File: src/rtl/binf_pkg.sv
`timescale 1ns/1ps
package binf_pkg;
  typedef enum logic {PH_TAKE = 1'b0, PH_FOLD = 1'b1} phase_e;
  localparam int unsigned N_STAGES = 4;
  localparam int unsigned N_LANES  = 2;
  localparam int unsigned N_TAPS   = N_STAGES;
  localparam int unsigned GROWTH   = N_STAGES;
  localparam int unsigned OUT_LAT  = 2;
endpackage

File: src/rtl/binf_phase_ctrl.sv
`timescale 1ns/1ps
module binf_phase_ctrl
  import binf_pkg::*;
(
  input  logic clk,
  input  logic rst_n,
  input  logic in_valid,
  output logic in_ready,
  output logic take,
  output logic fold
);
  phase_e phase_q, phase_d;

  always_comb begin
    phase_d = phase_q;
    case (phase_q)
      PH_TAKE: if (in_valid) phase_d = PH_FOLD;
      PH_FOLD: phase_d = PH_TAKE;
      default: phase_d = PH_TAKE;
    endcase
  end

  always_ff @(posedge clk or negedge rst_n) begin
    if (!rst_n) phase_q <= PH_TAKE;
    else        phase_q <= phase_d;
  end

  assign in_ready = rst_n && (phase_q == PH_TAKE);
  assign take     = in_ready && in_valid;
  assign fold     = (phase_q == PH_FOLD);

  assert_no_back2back_R3: assert property (@(posedge clk) disable iff (!rst_n)
    take |=> (fold && !in_ready));
  assert_ready_returns_R3: assert property (@(posedge clk) disable iff (!rst_n)
    fold |=> in_ready);
endmodule

File: src/rtl/binf_lane.sv
`timescale 1ns/1ps
module binf_lane #(
  parameter int unsigned W = 12
) (
  input  logic         clk,
  input  logic         rst_n,
  input  logic         sel_fold,
  input  logic [W-1:0] a_take,
  input  logic [W-1:0] b_take,
  input  logic [W-1:0] a_fold,
  input  logic [W-1:0] b_fold,
  output logic [W-1:0] sum
);
  logic [W-1:0] op_a, op_b;
  logic [W:0]   wide;

  always_comb begin
    op_a = sel_fold ? a_fold : a_take;
    op_b = sel_fold ? b_fold : b_take;
    wide = {1'b0, op_a} + {1'b0, op_b};
  end

  assign sum = wide[W-1:0];

  assert_no_overflow_R8: assert property (@(posedge clk) disable iff (!rst_n)
    !wide[W]);
endmodule

File: src/rtl/binf_history.sv
`timescale 1ns/1ps
module binf_history
  import binf_pkg::*;
#(
  parameter int unsigned W = 12
) (
  input  logic         clk,
  input  logic         rst_n,
  input  logic         take,
  input  logic         fold,
  input  logic [W-1:0] x_ext,
  input  logic [W-1:0] sum_lo,
  input  logic [W-1:0] sum_hi,
  output logic [N_TAPS-1:0][W-1:0] taps,
  output logic [W-1:0] mid,
  output logic [W-1:0] y,
  output logic         y_valid
);
  logic [N_TAPS-1:0][W-1:0] tap_q, tap_d;
  logic [W-1:0] mid_q, mid_d, y_q, y_d;
  logic         yv_q, yv_d;

  always_comb begin
    tap_d = tap_q;
    mid_d = mid_q;
    y_d   = y_q;
    yv_d  = 1'b0;
    if (take) begin
      tap_d[0] = x_ext;
      tap_d[1] = sum_lo;
      mid_d    = sum_hi;
    end
    if (fold) begin
      tap_d[2] = mid_q;
      tap_d[3] = sum_lo;
      y_d      = sum_hi;
      yv_d     = 1'b1;
    end
  end

  always_ff @(posedge clk or negedge rst_n) begin
    if (!rst_n) begin
      tap_q <= '0;
      mid_q <= '0;
      y_q   <= '0;
      yv_q  <= 1'b0;
    end else begin
      tap_q <= tap_d;
      mid_q <= mid_d;
      y_q   <= y_d;
      yv_q  <= yv_d;
    end
  end

  assign taps    = tap_q;
  assign mid     = mid_q;
  assign y       = y_q;
  assign y_valid = yv_q;

  assert_stall_holds_R6: assert property (@(posedge clk) disable iff (!rst_n)
    (!take && !fold) |=> ($stable(tap_q) && $stable(mid_q)));
endmodule

File: src/rtl/binf_serial_top.sv
`timescale 1ns/1ps
module binf_serial_top
  import binf_pkg::*;
#(
  parameter int unsigned DW = 8,
  localparam int unsigned OW = DW + GROWTH
) (
  input  logic          clk,
  input  logic          rst_n,
  input  logic          in_valid,
  output logic          in_ready,
  input  logic [DW-1:0] in_data,
  output logic          out_valid,
  output logic [OW-1:0] out_data
);
  logic [1:0] rsync_q;
  logic       rst_i;

  always_ff @(posedge clk or negedge rst_n) begin
    if (!rst_n) rsync_q <= '0;
    else        rsync_q <= {rsync_q[0], 1'b1};
  end
  assign rst_i = rsync_q[1];

  logic take, fold;
  logic [OW-1:0] x_ext, mid;
  logic [N_TAPS-1:0][OW-1:0] taps;
  logic [N_LANES-1:0][OW-1:0] a_take, b_take, a_fold, b_fold, lane_sum;

  binf_phase_ctrl u_phase (
    .clk(clk), .rst_n(rst_i), .in_valid(in_valid),
    .in_ready(in_ready), .take(take), .fold(fold)
  );

  assign x_ext = {{GROWTH{1'b0}}, in_data};

  always_comb begin
    a_take[0] = x_ext;        b_take[0] = taps[0];
    a_fold[0] = mid;          b_fold[0] = taps[2];
    a_take[1] = lane_sum[0];  b_take[1] = taps[1];
    a_fold[1] = lane_sum[0];  b_fold[1] = taps[3];
  end

  for (genvar g = 0; g < N_LANES; g++) begin : g_lane
    binf_lane #(.W(OW)) u_lane (
      .clk(clk), .rst_n(rst_i), .sel_fold(fold),
      .a_take(a_take[g]), .b_take(b_take[g]),
      .a_fold(a_fold[g]), .b_fold(b_fold[g]),
      .sum(lane_sum[g])
    );
  end

  binf_history #(.W(OW)) u_hist (
    .clk(clk), .rst_n(rst_i), .take(take), .fold(fold),
    .x_ext(x_ext), .sum_lo(lane_sum[0]), .sum_hi(lane_sum[1]),
    .taps(taps), .mid(mid), .y(out_data), .y_valid(out_valid)
  );

  assert_latency_R4: assert property (@(posedge clk) disable iff (!rst_i)
    out_valid |-> $past(take, OUT_LAT));
  assert_single_pulse_R4: assert property (@(posedge clk) disable iff (!rst_i)
    out_valid |=> !out_valid);
  assert_hold_output_R7: assert property (@(posedge clk) disable iff (!rst_i)
    !out_valid |-> $stable(out_data));
endmodule

File: config.mk
export PLATFORM = sky130hd
export DESIGN_NAME = binf_serial_top
export DESIGN_NICKNAME = d
export VERILOG_FILES = /design/src/rtl/binf_pkg.sv /design/src/rtl/binf_phase_ctrl.sv /design/src/rtl/binf_lane.sv /design/src/rtl/binf_history.sv /design/src/rtl/binf_serial_top.sv
export SDC_FILE = /design/constraint.sdc
export NUM_CORES = 1
export LEC_CHECK = 0
export ABC_AREA = 0
export ABC_CLOCK_PERIOD_IN_PS = 4750
export BUFFER_PORTS_ARGS = -buffer_cell sky130_fd_sc_hd__buf_4
export CORE_ASPECT_RATIO = 1.2
export CORE_MARGIN = 10
export CORE_UTILIZATION = 35
export CTS_BUF_LIST = sky130_fd_sc_hd__clkbuf_16
export DETAILED_ROUTE_END_ITERATION = 10
export SYNTH_ARGS = -nofsm -noshare
export SYNTH_HDL_FRONTEND = slang
export SYNTH_SLANG_ARGS = --single-unit
File: constraint.sdc
create_clock -name clk -period 4.75 [get_ports clk]
set_input_delay 0.2375 -clock clk [delete_from_list [all_inputs] [get_ports clk]]
set_output_delay 0.2375 -clock clk [all_outputs]
set_load 0.01 [all_outputs]
==> metrics.cfg, run 1 <==
[layout]
synthToLayoutAreaGrowth_pct=15.7
stdcell_count=563
drive_above_1_share_pct=28.1
final_cell_area_sq_mm=0.00470
final_nets=436
antennaDiodeCount=0
fillers=1081

[global_route]
overflow=0
grt_max_degree=71
grt.total_usage_pct=10.1
grt_pass1_vias=2718
grt_first_pass_wirelength_um=13400
antenna_found_initial=0

[setup_path]
worstPathCellList=buf_4 > nand2_1 > o21ai_0 > ha_1 > fa_1 > a21o_1 > a21oi_1 > o21bai_1 > a21oi_1 > o21bai_1 > a21oi_1 > xnor2_1 > ha_1 > a21o_2 > a31oi_2 > nand4b_1 > o311ai_2 > xnor2_1 > mux2_2
r2r_cells=19
cp.arrival_ns=4.54
cp-start-kind=flop
worstSetupPathType=reg -> reg
r2r-start=u_phase.fold$_DFF_PN0_
cpMaxStageDelayCell=dfrtp_2
max_stage_delay_ns=0.47
rrSetupSlack_ns=0.43
critical_path_buf_inv_count=1
cp_max_fo=18
setup.worst_path.end_class=flop
critical-path-top-delay-family=compound AO/OA/AOI/OAI gates
crit_top_cell=a21oi_1
crit_required_ns=4.97
rr_endpoint=u_hist.y[11]$_DFFE_PN0P_

[detailed_routing]
drt-met1-wl_um=3780
drt-total-wl_um=7820
num_vias=2663
drtIter0Drc=116
highest_layer=met4
via_per_inst=4.73
antenna_left=0
wl_met3_um=256
drt_pass1_iterations=4
drc=0
avgRoutedWirePerCell_um=13.9
met2_length_um=3610

[pwr]
leakage_nw=2.12
clock_power_share_pct=19.8
p_int_w=0.00223
power_switching_w=0.00132
switching_share_pct=37.2
seqPwrFrac_pct=28.6
ir_drop_v=0.000229
power_frac_comb_pct=51.6
power.density_mw_per_mm2=754

[timing]
max_freq_mhz=232
timing.hold.ws_ns=0.182
finClkSkew_ns=0.00584
tightest_slew_ns=0.883
hold_viol=0
tns_ns=0
finalCritPeriodShare_pct=90.9
relSlewSlack_pct=41.1
final-setup-viol-count=0
min_period_ns=4.32
setup_ws_ns=0.430
finalMaxSlewViolations=0
rsz0062_at_grt=no

[clock_tree]
clock_path_buffers=2
clk_pin_slew_ns=0.05
cts.sinks=72
cts_setup_buffers=0
clock_latency_ns=0.34
clockRootBuffer=clkbuf_16
post_cts_resized=0
cts_tree=done
cts_buffers=9
h-tree-depth=3
hold_buffers=1

[yosys]
synth_nets=412
asyncSetResetFlopFracSynth_pct=100
syn-cell-area_sq_mm=0.00406
synth_seq_cells=72
ys_seq_area_share_pct=44.3
post_synth_num_cell_types=45
synth_ff_type=dfrtp_1
synth-edff-count=0
synth_cells=377
yosys_warnings=0
avgSynthCellArea_sq_um=10.8

[hold_path]
holdPathStages=3
holdPathEnd=u_hist.taps[1]$_DFFE_PN0P_
min-delay-start=in_data[1]
min_path_type=in -> reg

[placed_design]
dp_slack_ns=0.439
port_buffers=24
dpl_cell_area_sq_mm=0.00439
place.gp.congestion=0.754
dpl.hpwl_um=5460
dpl.cell_count=546

[run_status]
status=finished clean

[floorplanning]
core_sq_mm=0.0115
die_area_sq_mm=0.0163
num_rows=43
ios=25
dieHeight_um=138
start_util_pct=35.5
die_w_um=118

[run]
max-cap-violations=0

## cells in the mapped netlist (4+ instances only)
library cell,count,share of area [%]
nor2_1,15,1.4
dfrtp_1,72,44
and2_1,7,1.1
nor3_1,4,0.49
ha_1,22,6.8
nand3_1,6,0.74
nand2_1,31,2.9
o21bai_1,4,0.74
o21ai_0,31,3.8
a21oi_1,14,1.7
xnor2_1,20,4.3
inv_1,29,2.7
mux2_2,62,17
clkbuf_1,11,1.0
## sequential cells by signal (all words and copies together), names as in the netlist
name,count
rsync_q,2
u_hist.mid,12
u_hist.taps,44
u_hist.y,12
u_hist.y_valid,1
u_phase.fold,1
## logic make-up (layout without fill, tap and decap cells)
family,after synthesis,in the layout,synth area share (%)
buffers and inverters,46,75,4.96
other,1,1,0.0923
muxes,64,64,17.7
AOI/OAI and AO/OA,67,67,10.3
xor gates and xnor gates,22,22,4.74
DFF,72,72,44.3
adders and majority gates,24,24,7.76
and+or+nand+nor,81,81,10.1
## metrics by stage
step	utilization, %	power (W)
final	41.0	0.00354
after detailed placement	38.3	0.00286
after global routing	41.0	0.00385
after floorplan	-	0.00244
after global placement	38.3	0.00282
after CTS	41.0	0.00358
## power by group through the flow
stage	clock network (W)	logic [W]	registers, W
3_3_place_gp	0	0.00181	0.00101
3_5_place_dp	0	0.00183	0.00103
6_report	0.000700	0.00183	0.00101
4_1_cts	0.000714	0.00185	0.00102
2_1_floorplan	0	0.00142	0.00102
5_1_grt	0.000742	0.00205	0.00105
## worst register-to-register path: stages, from the launching register on
cell,delay [ns]
dfrtp_2,0.47
buf_4,0.23
nand2_1,0.08
o21ai_0,0.08
ha_1,0.23
fa_1,0.41
a21o_1,0.17
a21oi_1,0.21
o21bai_1,0.09
a21oi_1,0.21
o21bai_1,0.14
a21oi_1,0.20
xnor2_1,0.18
ha_1,0.31
a21o_2,0.21
a31oi_2,0.23
nand4b_1,0.17
o311ai_2,0.13
xnor2_1,0.16
mux2_2,0.27
## final cells by class
| type | count | area (sq um) | area share (%) |
|---|---|---|---|
| flip-flops and latches | 72 | 1800 | 38.4 |
| repair buffers | 30 | 228 | 4.84 |
| clock buffers | 9 | 225 | 4.79 |
| well taps | 157 | 196 | 4.18 |
| multi-input cells | 259 | 2060 | 43.8 |
| clock inverters | 7 | 78.8 | 1.68 |
| inverters | 29 | 109 | 2.32 |
## layer usage
| layer | vias up | track usage (%) |
|---|---|---|
| met1 | 1274 | 12.4 |
| met4 | 0 | 5.48 |
| met3 | 9 | 2.81 |
| met2 | 33 | 15.5 |
| met5 | - | 0 |
| li1 | 1347 | - |
## worst max-delay path by stage
stage                                       from                       end  slack [ns]  cells past startpoint
after floorplan           u_phase.fold$_DFF_PN0_  u_hist.y[11]$_DFFE_PN0P_        0.08                     20
after global placement    u_phase.fold$_DFF_PN0_  u_hist.y[11]$_DFFE_PN0P_        0.48                     19
after detailed placement  u_phase.fold$_DFF_PN0_  u_hist.y[11]$_DFFE_PN0P_        0.44                     19
after CTS                 u_phase.fold$_DFF_PN0_  u_hist.y[11]$_DFFE_PN0P_        0.41                     19
after global routing      u_phase.fold$_DFF_PN0_  u_hist.y[11]$_DFFE_PN0P_        0.03                     19
final                     u_phase.fold$_DFF_PN0_  u_hist.y[11]$_DFFE_PN0P_        0.43                     19
## cells in the final DEF, fill, tap and decap left out, types with 4 or more instances in the layout
| cell type | n |
|---|---|
| buf_4 | 29 |
| and2_1 | 7 |
| a21oi_1 | 14 |
| clkbuf_16 | 9 |
| o21bai_1 | 4 |
| nor2_1 | 15 |
| nand2_1 | 31 |
| nor3_1 | 4 |
| nand3_1 | 6 |
| dfrtp_1 | 70 |
| ha_1 | 22 |
| inv_1 | 31 |
| mux2_2 | 62 |
| o21ai_0 | 31 |
| xnor2_1 | 20 |
No activity file was read; power rests on OpenSTA's default activity.
==> inputs of run 2 (changes only) <==
--- a/config.mk
+++ b/config.mk
@@ -8,11 +8,12 @@
 export ABC_AREA = 0
 export ABC_CLOCK_PERIOD_IN_PS = 4750
 export BUFFER_PORTS_ARGS = -buffer_cell sky130_fd_sc_hd__buf_4
-export CORE_ASPECT_RATIO = 1.2
+export CORE_ASPECT_RATIO = 0.6
 export CORE_MARGIN = 10
 export CORE_UTILIZATION = 35
 export CTS_BUF_LIST = sky130_fd_sc_hd__clkbuf_16
 export DETAILED_ROUTE_END_ITERATION = 10
 export SYNTH_ARGS = -nofsm -noshare
 export SYNTH_HDL_FRONTEND = slang
+export SYNTH_HIERARCHICAL = 1
 export SYNTH_SLANG_ARGS = --single-unit
==> metrics.cfg, run 2 <==
[setup_path]
crit_required_ns=4.96  ; about the same
cp_max_fo=27  ; +9
worstPathCellList=buf_6 > mux2_2 > ha_1 > a211oi_2 > o21bai_2 > a2111oi_2 > nor3_1 > xor2_1 > mux2_2 > ha_1 > and2_1 > and3_1 > a21oi_1 > mux2i_1 > nand2_1 > mux2_4
cp-start-kind=flop
critical-path-top-delay-family=multiplexers
worstSetupPathType=reg -> reg
cpMaxStageDelayCell=dfrtp_4
setup.worst_path.end_class=flop
max_stage_delay_ns=0.48  ; about the same
cp.arrival_ns=4.69  ; +0.15 ns
critical_path_buf_inv_count=1  ; unchanged

[timing]
final-setup-viol-count=0  ; unchanged
max_freq_mhz=223  ; -3.6%
hold_viol=0  ; unchanged
finalMaxSlewViolations=0  ; unchanged
relSlewSlack_pct=36.6  ; -4.5 points
tns_ns=0  ; unchanged
timing.hold.ws_ns=0.126  ; -0.0555 ns
tightest_slew_ns=0.951  ; +0.0672 ns
min_period_ns=4.48  ; +0.163 ns
finClkSkew_ns=0.00952  ; +0.00367 ns
rsz0062_at_grt=no
finalCritPeriodShare_pct=94.4  ; +3.4 points

[yosys]
synth.top_cell.area_share_pct=39.8  ; -4.5 points
yosys.area.top_type=dfrtp_1
synthTopCellsByArea=dfrtp_1, mux2_4, mux2_2, ha_1, xnor2_1
asyncSetResetFlopFracSynth_pct=100  ; unchanged
synth_seq_cells=76  ; +5.6%
yosys_warnings=6  ; +6
syn-cell-area_sq_mm=0.00478  ; +18%
avgSynthCellArea_sq_um=13.2  ; +23%
synthTopCellsByCount=dfrtp_1, mux2_4, mux2_2
post-synth-top-count-cell=dfrtp_1
synth_cells=361  ; -4.2%
synth_ff_type=dfrtp_1
ys_seq_area_share_pct=39.8  ; -4.5 points
post_synth_num_cell_types=40  ; -11%
synth-edff-count=0  ; unchanged

[run_status]
status=finished clean

[floorplanning]
die_area_sq_mm=0.0189  ; +16%
dieHeight_um=111  ; -20%
core_sq_mm=0.0131  ; +14%
die_w_um=171  ; +44%
num_rows=32  ; -26%
start_util_pct=36.5  ; +1.0 points
ios=25  ; unchanged

[clock_tree]
cts_tree=done
cts_buffers=9  ; unchanged
cts.sinks=76  ; +5.6%
h-tree-depth=3  ; unchanged
clock_path_buffers=2  ; unchanged
clock_latency_ns=0.34  ; about the same
clockRootBuffer=clkbuf_16
clk_pin_slew_ns=0.06  ; about the same

[detailed_routing]
avgRoutedWirePerCell_um=17.0  ; +23%
drtIter0Drc=187  ; +61%
antenna_left=0  ; unchanged
drc=0  ; unchanged
drt_pass1_iterations=4  ; unchanged
via_per_inst=5.02  ; +6.1%
drt-total-wl_um=9650  ; +23%
num_vias=2845  ; +6.8%

[layout]
multi_input_area_sq_mm=0.00271  ; +31%
drive_above_1_share_pct=40.6  ; +12 points
largest_reg_flops=48  ; +9.1%
synthToLayoutAreaGrowth_pct=13.2
final_nets=427  ; -2.1%
mostFrequentLayoutCell=dfrtp_1
antennaDiodeCount=0  ; unchanged
layout_common_cells=dfrtp_1, mux2_4, mux2_2
fillers=1221  ; +13%
ff_latch_area_sq_mm=0.00191  ; +5.8%

[run]
max-cap-violations=0  ; unchanged

[hold_path]
min_path_type=in -> reg

[global_route]
grt_first_pass_wirelength_um=16400  ; +23%
overflow=0  ; unchanged
antenna_found_initial=0  ; unchanged
grt_max_degree=76  ; +7.0%
grt.total_usage_pct=10.8  ; +0.77 points
grt_pass1_vias=3050  ; +12%

[placed_design]
dpl.hpwl_um=6790  ; +24%
place.gp.congestion=0.812  ; +7.8%
port_buffers=24  ; unchanged

## run 2: cell types whose count changed after synthesis, sizes merged, moves of 8 or more
cell   before  now
mux2       62  116
nand2      31    8
inv        29    3
a21o        4   12
nor2       15    5
buf         5   13
o21ai      31    4
## run 2: layout make-up
type                    instances  share of cell area, %
inverters                       3                  0.208
clock inverters                 7                   1.97
well taps                     170                   3.93
flip-flops and latches         76                   35.3
multi-input cells             271                   50.0
clock buffers                   9                   4.16
repair buffers                 31                   4.42
## run 2: path summary, 6_finish.rpt
path,startpoint,endpoint,slack (ns),cells past startpoint
max reg2reg,u_phase/fold$_DFF_PN0_,u_hist/mid[10]$_DFFE_PN0P_,0.27,16
max,u_phase/fold$_DFF_PN0_,u_hist/mid[10]$_DFFE_PN0P_,0.27,16
max in group asynchronous,rsync_q[1]$_DFF_PN0_,u_phase/fold$_DFF_PN0_,3.48,1
min,in_valid,u_phase/fold$_DFF_PN0_,0.13,2
min reg2reg,rsync_q[0]$_DFF_PN0_,rsync_q[1]$_DFF_PN0_,0.35,0
min in group asynchronous,rst_n,rsync_q[1]$_DFF_PN0_,0.23,2
## run 2: what timing repair did
action | 4_1_cts | 5_1_grt
gates resized for setup | 0 | 1
setup endpoints to repair | 0 | 2
setup buffers | 0 | 0
hold buffers | 1 | 0
endpoints found under the hold margin | 2 | 0
## run 2: cell families (layout without fill, tap and decap cells)
group                    Yosys count  after routing  share of synthesized area [%]
flip-flops                        76             76                           39.8
other                              2              9                          0.157
multiplexers                     118            118                           32.5
XOR/XNOR                          20             20                           3.67
AND/OR/NAND/NOR                   54             54                           6.21
buffers and inverters             21             50                           4.14
adder cells (fa/ha/maj)           24             24                           6.60
AO/OA/AOI/OAI                     46             46                           6.97
## run 2: metrics by stage
step	cells	instance area [sq um]	utilization, %	worst slack (ns)
detailed placement	550	5060	38.7	0.223
CTS	567	5410	41.3	0.167
finish	567	5410	41.3	0.268
global route	567	5410	41.3	0.0427
floorplan	368	4800	-	0.220
global placement	550	5060	38.7	0.307
## run 2: layer usage
metal  share of wire [%]  global-route usage, %
met4                0.73                   2.58
met5                   0                      0
met3                 5.4                   3.41
met2                  41                   14.4
met1                  53                   16.2
Power of run 2 is left out: the tool's default activity adds up to more than one toggle a clock period on the data nets, which glitch-free logic cannot reach.
==> inputs of run 3 (changes only) <==
--- a/config.mk
+++ b/config.mk
@@ -8,11 +8,14 @@
 export ABC_AREA = 0
 export ABC_CLOCK_PERIOD_IN_PS = 4750
 export BUFFER_PORTS_ARGS = -buffer_cell sky130_fd_sc_hd__buf_4
+export CELL_PAD_IN_SITES_DETAIL_PLACEMENT = 0
+export CELL_PAD_IN_SITES_GLOBAL_PLACEMENT = 1
 export CORE_ASPECT_RATIO = 0.6
 export CORE_MARGIN = 10
 export CORE_UTILIZATION = 35
 export CTS_BUF_LIST = sky130_fd_sc_hd__clkbuf_16
 export DETAILED_ROUTE_END_ITERATION = 10
+export PLACE_DENSITY_LB_ADDON = 0.1
 export SYNTH_ARGS = -nofsm -noshare
 export SYNTH_HDL_FRONTEND = slang
 export SYNTH_HIERARCHICAL = 1
==> metrics.cfg, run 3 (synthesized netlist as in run 2, its figures left out) <==
[run_status]
status=finished clean

[layout]
final_cell_area_sq_mm=0.00546  ; +0.86%
antennaDiodeCount=0  ; unchanged
stdcell_count=573  ; +1.1%
largest_reg_flops=48  ; unchanged
fillers=1204  ; -1.4%
drive_above_1_share_pct=41.9  ; +1.4 points
synthToLayoutAreaGrowth_pct=14.2
utilization_pct=41.7  ; +0.35 points
mostFrequentLayoutCell=dfrtp_1
ff_latch_area_sq_mm=0.00191  ; unchanged
multi_input_area_sq_mm=0.00271  ; unchanged
layout_common_cells=dfrtp_1, mux2_4, mux2_2
final_nets=434  ; +1.6%

[clock_tree]
post_cts_resized=0  ; unchanged
clockRootBuffer=clkbuf_16
clk_pin_slew_ns=0.06  ; about the same
clock_latency_ns=0.33  ; about the same
cts_buffers=9  ; unchanged
clock_path_buffers=2  ; unchanged
h-tree-depth=3  ; unchanged
cts_tree=done
cts.sinks=76  ; unchanged

[timing]
finalCritPeriodShare_pct=95.1  ; +0.76 points
relSlewSlack_pct=37.1  ; +0.50 points
finClkSkew_ns=0.00611  ; -0.00341 ns
tns_ns=0  ; unchanged
final-setup-viol-count=0  ; unchanged
tightest_slew_ns=0.943  ; -0.00745 ns
hold_viol=0  ; unchanged
min_period_ns=4.52  ; +0.0360 ns
rsz0062_at_grt=no
finalMaxSlewViolations=0  ; unchanged
max_freq_mhz=221  ; -0.80%

[setup_path]
cpMaxStageDelayCell=dfrtp_4
cp_max_fo=13  ; -52%
cp-start-kind=flop
worstPathCellList=mux2_2 > ha_1 > fa_1 > a211oi_2 > o21bai_2 > a2111oi_2 > nor3_1 > xor2_1 > mux2_2 > ha_1 > and2_1 > and3_1 > a21oi_1 > mux2i_1 > nand2_1 > mux2_4
cp.arrival_ns=4.73  ; +0.04 ns
rr_endpoint=u_hist/y[10]$_DFFE_PN0P_
r2r-start=u_phase/fold$_DFF_PN0_
setup.worst_path.end_class=flop
max_stage_delay_ns=0.51  ; +0.03 ns
rrSetupSlack_ns=0.23  ; -0.04 ns
crit_required_ns=4.96  ; about the same
critical_path_buf_inv_count=0  ; -1
critical-path-top-delay-family=multiplexers
worstSetupPathType=reg -> reg
r2r_cells=16  ; unchanged

[floorplanning]
core_sq_mm=0.0131  ; unchanged
start_util_pct=36.5  ; unchanged
ios=25  ; unchanged
num_rows=32  ; unchanged
die_area_sq_mm=0.0189  ; unchanged
dieHeight_um=111  ; unchanged
die_w_um=171  ; unchanged

[detailed_routing]
drt_pass1_iterations=4  ; unchanged
antenna_left=0  ; unchanged
drtIter0Drc=134  ; -28%
num_vias=2787  ; -2.0%
avgRoutedWirePerCell_um=17.3  ; +1.7%
drc=0  ; unchanged
via_per_inst=4.86  ; -3.1%
drt-total-wl_um=9910  ; +2.8%

[placed_design]
port_buffers=24  ; unchanged
dpl_cell_area_sq_mm=0.00507  ; +0.15%
place.gp.congestion=0.761  ; -6.4%
dpl.hpwl_um=7160  ; +5.5%
dpl.cell_count=551  ; +0.18%

[hold_path]
min-delay-start=in_data[0]
holdPathEnd=u_hist/taps[0]$_DFFE_PN0P_
min_path_type=in -> reg
holdPathStages=2  ; unchanged

[global_route]
grt_pass1_vias=2820  ; -7.5%
grt.total_usage_pct=10.8  ; -0.019 points
antenna_found_initial=0  ; unchanged
grt_max_degree=44  ; -42%
grt_first_pass_wirelength_um=16200  ; -1.2%
overflow=0  ; unchanged

[run]
max-cap-violations=0  ; unchanged

run 3: cell types whose count changed in the layout (fill, tap and decap cells not counted), sizes merged:
cell  before  now
buf       30   37
inv        4    3
run 3: how the worst max path moves through the flow:
stage,start,end,slack [ns],cells after the start
2_1_floorplan,u_phase/fold$_DFF_PN0_,u_hist/mid[10]$_DFFE_PN0P_,0.22,18
3_3_place_gp,u_phase/fold$_DFF_PN0_,u_hist/mid[10]$_DFFE_PN0P_,0.30,16
3_5_place_dp,u_phase/fold$_DFF_PN0_,u_hist/mid[10]$_DFFE_PN0P_,0.21,16
4_1_cts,u_phase/fold$_DFF_PN0_,u_hist/y[10]$_DFFE_PN0P_,0.19,16
5_1_grt,u_phase/fold$_DFF_PN0_,u_hist/mid[10]$_DFFE_PN0P_,0.006,16
6_report,u_phase/fold$_DFF_PN0_,u_hist/y[10]$_DFFE_PN0P_,0.23,16
run 3: final cells by class:
| cell class | count | share of cell area, % |
|---|---|---|
| clock buffer | 9 | 4.13 |
| inverter | 3 | 0.206 |
| timing repair buffer | 38 | 5.27 |
| multi-input combinational | 271 | 49.6 |
| sequential | 76 | 35.0 |
| tap | 170 | 3.90 |
| clock inverter | 6 | 1.90 |
run 3: per-layer routing:
| metal | GRT usage (%) | share of wire [%] |
|---|---|---|
| met4 | 2.58 | 0.61 |
| met2 | 13.4 | 37 |
| met5 | 0 | 0 |
| met3 | 3.27 | 3.1 |
| met1 | 17.1 | 60 |
run 3: metrics by stage:
| step | hold WS [ns] | setup slack [ns] |
|---|---|---|
| floorplan | -0.0581 | 0.220 |
| global placement | 0.0208 | 0.300 |
| detailed placement | 0.0217 | 0.212 |
| CTS | 0.129 | 0.185 |
| global route | 0.138 | 0.00618 |
| finish | 0.145 | 0.232 |
run 3: worst register-to-register path, delay by kind of cell, from the launching register on:
family / cells / cell delay (ns)
XOR/XNOR: 1 / 0.19
multiplexers: 4 / 1.14
AND/OR/NAND/NOR: 4 / 0.63
flip-flops: 1 / 0.51
adder cells (fa/ha/maj): 3 / 1.02
AO/OA/AOI/OAI: 4 / 0.92
run 3: timing repair:
item | in CTS | in global routing
hold buffers | 1 | 0
hold endpoints to repair | 2 | 0
endpoints found under the setup margin | 0 | 2
buffers inserted | 0 | 6
Power of run 3 is left out for the same reason.
